$ cat src/rtl/ptr_agu_pkg.sv
package ptr_agu_pkg;
  localparam int unsigned PTR_BYTE_W = 8;
  localparam int unsigned SEL_W      = 2;
  localparam int unsigned MODE_W     = 2;

  typedef enum logic [SEL_W-1:0] {
    SEL_X   = 2'd0,
    SEL_Y   = 2'd1,
    SEL_Z   = 2'd2,
    SEL_RSV = 2'd3
  } ptr_sel_e;

  typedef enum logic [MODE_W-1:0] {
    MODE_PLAIN   = 2'd0,
    MODE_POSTINC = 2'd1,
    MODE_PREDEC  = 2'd2,
    MODE_DISP    = 2'd3
  } ptr_mode_e;
endpackage

$ cat src/rtl/ptr_agu_form.sv
module ptr_agu_form
  import ptr_agu_pkg::*;
#(
  parameter int unsigned PTR_W     = 16,
  parameter int unsigned PAGE_W    = 6,
  parameter int unsigned PAGE_IN_W = 8,
  localparam int unsigned FULL_W   = PTR_W + PAGE_W
) (
  input  logic [SEL_W-1:0]     sel,
  input  logic                 ext,
  input  logic [PTR_W/2-1:0]   ptr_lo,
  input  logic [PTR_W/2-1:0]   ptr_hi,
  input  logic [PAGE_IN_W-1:0] page_in,
  output logic [PTR_W-1:0]     ptr,
  output logic                 ext_act,
  output logic [FULL_W-1:0]    full
);
  always_comb begin
    ptr     = {ptr_hi, ptr_lo};
    ext_act = ext && (sel == SEL_Z);
    if (ext_act) full = {page_in[PAGE_W-1:0], ptr};
    else         full = {{PAGE_W{1'b0}}, ptr};
  end
endmodule

$ cat src/rtl/ptr_agu_calc.sv
module ptr_agu_calc
  import ptr_agu_pkg::*;
#(
  parameter int unsigned PTR_W  = 16,
  parameter int unsigned PAGE_W = 6,
  parameter int unsigned DISP_W = 6,
  localparam int unsigned FULL_W = PTR_W + PAGE_W
) (
  input  logic [SEL_W-1:0]  sel,
  input  logic [MODE_W-1:0] mode,
  input  logic              ext_act,
  input  logic [DISP_W-1:0] disp,
  input  logic [PTR_W-1:0]  ptr,
  input  logic [FULL_W-1:0] full,
  output logic [FULL_W-1:0] addr,
  output logic [FULL_W-1:0] next_val,
  output logic              wb_en,
  output logic              page_we
);
  logic [PTR_W-1:0]  disp_ext;
  logic [PTR_W-1:0]  disp_sum;
  logic [FULL_W-1:0] inc_val;
  logic [FULL_W-1:0] dec_val;
  logic              disp_ok;

  generate
    if (DISP_W < PTR_W) begin : g_zext
      assign disp_ext = {{(PTR_W-DISP_W){1'b0}}, disp};
    end else begin : g_trunc
      assign disp_ext = disp[PTR_W-1:0];
    end
  endgenerate

  always_comb begin
    disp_sum = ptr + disp_ext;
    disp_ok  = (sel == SEL_Y) || (sel == SEL_Z);
    if (ext_act) begin
      inc_val = full + {{(FULL_W-1){1'b0}}, 1'b1};
      dec_val = full - {{(FULL_W-1){1'b0}}, 1'b1};
    end else begin
      inc_val = {{PAGE_W{1'b0}}, ptr + {{(PTR_W-1){1'b0}}, 1'b1}};
      dec_val = {{PAGE_W{1'b0}}, ptr - {{(PTR_W-1){1'b0}}, 1'b1}};
    end
    addr     = full;
    next_val = full;
    wb_en    = 1'b0;
    unique case (mode)
      MODE_POSTINC: begin
        next_val = inc_val;
        wb_en    = 1'b1;
      end
      MODE_PREDEC: begin
        addr     = dec_val;
        next_val = dec_val;
        wb_en    = 1'b1;
      end
      MODE_DISP: begin
        if (disp_ok) addr = {full[FULL_W-1:PTR_W], disp_sum};
      end
      default: ;
    endcase
    page_we = wb_en && ext_act;
  end
endmodule

$ cat src/rtl/ptr_agu_stage.sv
module ptr_agu_stage #(
  parameter int unsigned W = 8
) (
  input  logic         clk,
  input  logic         rst_n,
  input  logic         in_valid,
  output logic         in_ready,
  input  logic [W-1:0] in_data,
  output logic         out_valid,
  input  logic         out_ready,
  output logic [W-1:0] out_data
);
  logic take;

  assign in_ready = !out_valid || out_ready;
  assign take     = in_valid && in_ready;

  always_ff @(posedge clk or negedge rst_n) begin
    if (!rst_n) begin
      out_valid <= 1'b0;
      out_data  <= '0;
    end else begin
      if (take) begin
        out_valid <= 1'b1;
        out_data  <= in_data;
      end else if (out_ready) begin
        out_valid <= 1'b0;
      end
    end
  end
endmodule

$ cat src/rtl/ptr_agu.sv
module ptr_agu
  import ptr_agu_pkg::*;
#(
  parameter int unsigned PTR_W     = 16,
  parameter int unsigned PAGE_W    = 6,
  parameter int unsigned PAGE_IN_W = 8,
  parameter int unsigned DISP_W    = 6,
  localparam int unsigned FULL_W   = PTR_W + PAGE_W,
  localparam int unsigned BYTE_W   = PTR_W / 2,
  localparam int unsigned RES_W    = FULL_W + PTR_W + PAGE_W + SEL_W + 2
) (
  input  logic                 clk,
  input  logic                 rst_n,
  input  logic                 req_valid,
  output logic                 req_ready,
  input  logic [SEL_W-1:0]     req_sel,
  input  logic [MODE_W-1:0]    req_mode,
  input  logic                 req_ext,
  input  logic [DISP_W-1:0]    req_disp,
  input  logic [BYTE_W-1:0]    req_ptr_lo,
  input  logic [BYTE_W-1:0]    req_ptr_hi,
  input  logic [PAGE_IN_W-1:0] req_page,
  output logic                 rsp_valid,
  input  logic                 rsp_ready,
  output logic [FULL_W-1:0]    rsp_addr,
  output logic                 rsp_wb_en,
  output logic [SEL_W-1:0]     rsp_wb_sel,
  output logic [BYTE_W-1:0]    rsp_wb_lo,
  output logic [BYTE_W-1:0]    rsp_wb_hi,
  output logic                 rsp_page_we,
  output logic [PAGE_W-1:0]    rsp_page
);
  logic [PTR_W-1:0]  ptr;
  logic              ext_act;
  logic [FULL_W-1:0] full;
  logic [FULL_W-1:0] addr;
  logic [FULL_W-1:0] next_val;
  logic              wb_en;
  logic              page_we;
  logic [RES_W-1:0]  res_in;
  logic [RES_W-1:0]  res_out;

  ptr_agu_form #(
    .PTR_W(PTR_W), .PAGE_W(PAGE_W), .PAGE_IN_W(PAGE_IN_W)
  ) u_form (
    .sel(req_sel), .ext(req_ext), .ptr_lo(req_ptr_lo), .ptr_hi(req_ptr_hi),
    .page_in(req_page), .ptr(ptr), .ext_act(ext_act), .full(full)
  );

  ptr_agu_calc #(
    .PTR_W(PTR_W), .PAGE_W(PAGE_W), .DISP_W(DISP_W)
  ) u_calc (
    .sel(req_sel), .mode(req_mode), .ext_act(ext_act), .disp(req_disp),
    .ptr(ptr), .full(full), .addr(addr), .next_val(next_val),
    .wb_en(wb_en), .page_we(page_we)
  );

  assign res_in = {addr, next_val[PTR_W-1:0], next_val[FULL_W-1:PTR_W],
                   req_sel, wb_en, page_we};

  ptr_agu_stage #(.W(RES_W)) u_stage (
    .clk(clk), .rst_n(rst_n),
    .in_valid(req_valid), .in_ready(req_ready), .in_data(res_in),
    .out_valid(rsp_valid), .out_ready(rsp_ready), .out_data(res_out)
  );

  assign {rsp_addr, rsp_wb_hi, rsp_wb_lo, rsp_page, rsp_wb_sel,
          rsp_wb_en, rsp_page_we} = res_out;
endmodule

$ cat config.mk
export PLATFORM = sky130hd
export DESIGN_NAME = ptr_agu
export DESIGN_NICKNAME = d
export VERILOG_FILES = /design/src/rtl/ptr_agu_pkg.sv /design/src/rtl/ptr_agu_form.sv /design/src/rtl/ptr_agu_calc.sv /design/src/rtl/ptr_agu_stage.sv /design/src/rtl/ptr_agu.sv
export SDC_FILE = /design/constraint.sdc
export NUM_CORES = 1
export LEC_CHECK = 0
export ABC_CLOCK_PERIOD_IN_PS = 4400
export BUFFER_PORTS_ARGS = -buffer_cell sky130_fd_sc_hd__buf_4
export CAP_MARGIN = 20
export CELL_PAD_IN_SITES_DETAIL_PLACEMENT = 1
export CELL_PAD_IN_SITES_GLOBAL_PLACEMENT = 2
export CORE_AREA = 4 4 159 84
export CTS_BUF_LIST = sky130_fd_sc_hd__clkbuf_4 sky130_fd_sc_hd__clkbuf_8
export DETAILED_ROUTE_END_ITERATION = 7
export DIE_AREA = 0 0 163 88
export GPL_TIMING_DRIVEN = 0
export PLACE_DENSITY = 0.94
export REMOVE_ABC_BUFFERS = 1
export SYNTH_ARGS = -nofsm -noshare
export SYNTH_HDL_FRONTEND = slang
export SYNTH_SLANG_ARGS = --single-unit
$ cat constraint.sdc
create_clock -name clk -period 4.4 [get_ports clk]
set_input_delay 0.88 -clock clk [delete_from_list [all_inputs] [get_ports clk]]
set_output_delay 0.88 -clock clk [all_outputs]
set_load 0.005 [all_outputs]
==> flow_summary.ini <==
[timing]
slew_violations = 0
finClkSkew_ns = 0.00165
tightest_slew_ns = 1.08
hold_viol = 0
slew_headroom = 0.282
timing.final.crit_share = 0.805
fmax_ghz = 0.282
rsz0062_at_grt = false
fin_tns_setup_ns = 0
period_minus_slack_ns = 3.54
setup_viol = 0

[clock_network]
h-tree-depth = 2
cts_tree = built
post_cts_resized = 0
clkLatencyLatePin_ns = 0.32
postCtsHoldBufs = 0
clock_path_buffers = 2
cts_buffers = 5
postCtsSetupRepairBufs = 0
cts_root_buf = clkbuf_8
clk_pin_slew_ns = 0.10
cts_num_sinks = 49

[global_route]
met2_usage = 0.341
overflow = 0
use_met3 = 0.0277
grt_usage = 0.203
grt.busiest_layer = met2
grt_max_degree = 50
grtUsageMet1 = 0.279
grt_pass1_vias = 4381
antenna_found_initial = 0
grt_pass1_wl_microns = 23400

[synthesis]
syn_area_sq_um = 4140
yosys.area.top_type = dfrtp_1
yosysMostFrequentCell = nand2_1
synth.area.top_cells = dfrtp_1, nand2_1, o21ai_0
synth.distinct_cells = 66
synth_edf_count = 0
ys_warn_count = 0
synth.avg_cell_area_sq_um = 7.67
synth_top_area_frac = 0.296
ys.flop_type = dfrtp_1
yosys-top-cells-count = nand2_1, dfrtp_1, o21ai_0
syn_inst = 540
async_flop_share = 1.00
synth_seq_cells = 49
ys_seq_area_frac = 0.296

[placement]
place.gp.congestion = 0.872
io_buffers = 86
place_hpwl_microns = 10300

[critical_path]
criticalPathCategory = in -> reg
cp_max_fo = 26
critPathBufInv = 3
end_kind = flop
crit_slowest_cell = ha_1
slowest_delay_ns = 0.86
rrSetupSlack_ns = 2.43
crit_path_frequent_cell = inv_1
r2r_end = u_stage.out_data[32]$_DFFE_PN0P_
cp_top_family = simple AND/OR/NAND/NOR gates
cp.arrival_ns = 3.80
r2r-start = u_stage.out_valid$_DFFE_PN0P_
path_cells = buf_4 -> inv_1 -> ha_1 -> inv_1 -> nor2_1 -> a22oi_1 -> or3_1 -> a31oi_1
startpoint_type = input pin
crit_required_ns = 4.65
reg2reg_depth = 6
crit_cells = 8

[power_and_ir_drop]
p_leak_nw = 1.99
cellPowerDensity_nw_per_um2 = 283
peakVddDrop_mv = 0.0845

[route]
vias_per_cell = 5.82
wl_per_cell_microns = 19.2
ant_nets = 0
drtPass1Iterations = 4
drc = 0
first_iter_violations = 297
wl_microns = 14400
vias = 4362

[die]
row_count = 28
core_sq_um = 11800
initial_core_util = 0.352
die_area_sq_um = 14300
die_w_microns = 163
ios = 89
fp.dieH_microns = 88

[layout]
drive_gt1_frac = 0.193
fin_util = 0.422
syn2layout_area_growth_pct = 19.8
finish.net_count = 635
diodes = 0

[hold_path]
min_to = u_stage.out_data[3]$_DFFE_PN0P_
holdPathStages = 2
hold_path_class = reg -> reg
hp-start = u_stage.out_data[3]$_DFFE_PN0P_

[job]
maxCapViolCount = 0

[status]
outcome = completed
==> sequential cells by signal, summed over array words and instances (netlist names) <==
signal	cells
u_stage.out_data	48
u_stage.out_valid	1
==> logic make-up after synthesis <==
group	after synthesis	share of synthesized area
adder cells (fa/ha/maj)	13	0.0411
flip-flops	49	0.296
AO/OA/AOI/OAI	171	0.262
multiplexers	7	0.0175
AND/OR/NAND/NOR	214	0.274
XOR/XNOR	22	0.0465
buffers and inverters	64	0.0628
==> through the flow <==
stage	instances	instance area [sq um]	hold slack, ns	setup WS (ns)	total power [W]
after detailed placement	741	4830	0.464	0.607	0.00101
after global routing	749	4960	0.513	0.700	0.00149
after CTS	749	4960	0.490	0.917	0.00141
after global placement	739	4780	0.465	0.566	0.000986
final	749	4960	0.482	0.858	0.00140
after floorplan	488	3930	0.467	1.57	0.000756
==> how the worst max path moves through the flow <==
stage           startpoint                               end  slack [ns]
2_1_floorplan  req_mode[0]  u_stage.out_data[18]$_DFFE_PN0P_        1.57
3_3_place_gp   req_mode[0]   u_stage.out_data[6]$_DFFE_PN0P_        0.57
3_5_place_dp   req_mode[0]   u_stage.out_data[6]$_DFFE_PN0P_        0.61
4_1_cts        req_mode[0]   u_stage.out_data[6]$_DFFE_PN0P_        0.92
5_1_grt        req_mode[0]   u_stage.out_data[6]$_DFFE_PN0P_        0.70
6_report       req_mode[0]   u_stage.out_data[6]$_DFFE_PN0P_        0.86
==> power breakdown <==
| part | switching (W) | internal (W) |
|---|---|---|
| clock network | 0.000180 | 0.000226 |
| registers | 0.0000372 | 0.000512 |
| logic | 0.000246 | 0.000202 |
| total | 0.000463 | 0.000940 |
==> cell usage in the layout (no fill, tap or decap), drive strengths merged, types with 5 or more instances in the layout <==
| master | instances |
|---|---|
| o22ai | 5 |
| a211oi | 5 |
| o21ai | 50 |
| nor2 | 45 |
| mux2i | 5 |
| ha | 12 |
| xnor2 | 16 |
| clkbuf | 5 |
| a31oi | 13 |
| inv | 11 |
| nor3 | 9 |
| nand2 | 67 |
| buf | 88 |
| and3 | 11 |
| a221oi | 6 |
| a21oi | 39 |
| or3 | 5 |
| nand4 | 10 |
| xor2 | 6 |
| nand3 | 21 |
| nor2b | 5 |
| dfrtp | 49 |
| o31ai | 11 |
| nor4 | 12 |
| o21a | 5 |
==> per-layer routing <==
layer,wire [microns],share of wire
met5,0,0
met4,229,0.016
met3,562,0.039
met1,6890,0.48
met2,6740,0.47
==> worst min-delay path, cell delays in order (launching register included) <==
cell and delay [ns]:
dfrtp_1 0.36, nand2_1 0.05, nand2_1 0.05
==> final cells by class <==
type	count	area, sq um
fillers	1470	6810
multi-input cells	427	2660
flip-flops and latches	49	1230
repair buffers	88	693
well taps	165	206
clock buffers	5	68.8
clock inverters	3	65.1
inverters	12	45.0
No activity file was read; power rests on OpenSTA's default activity.
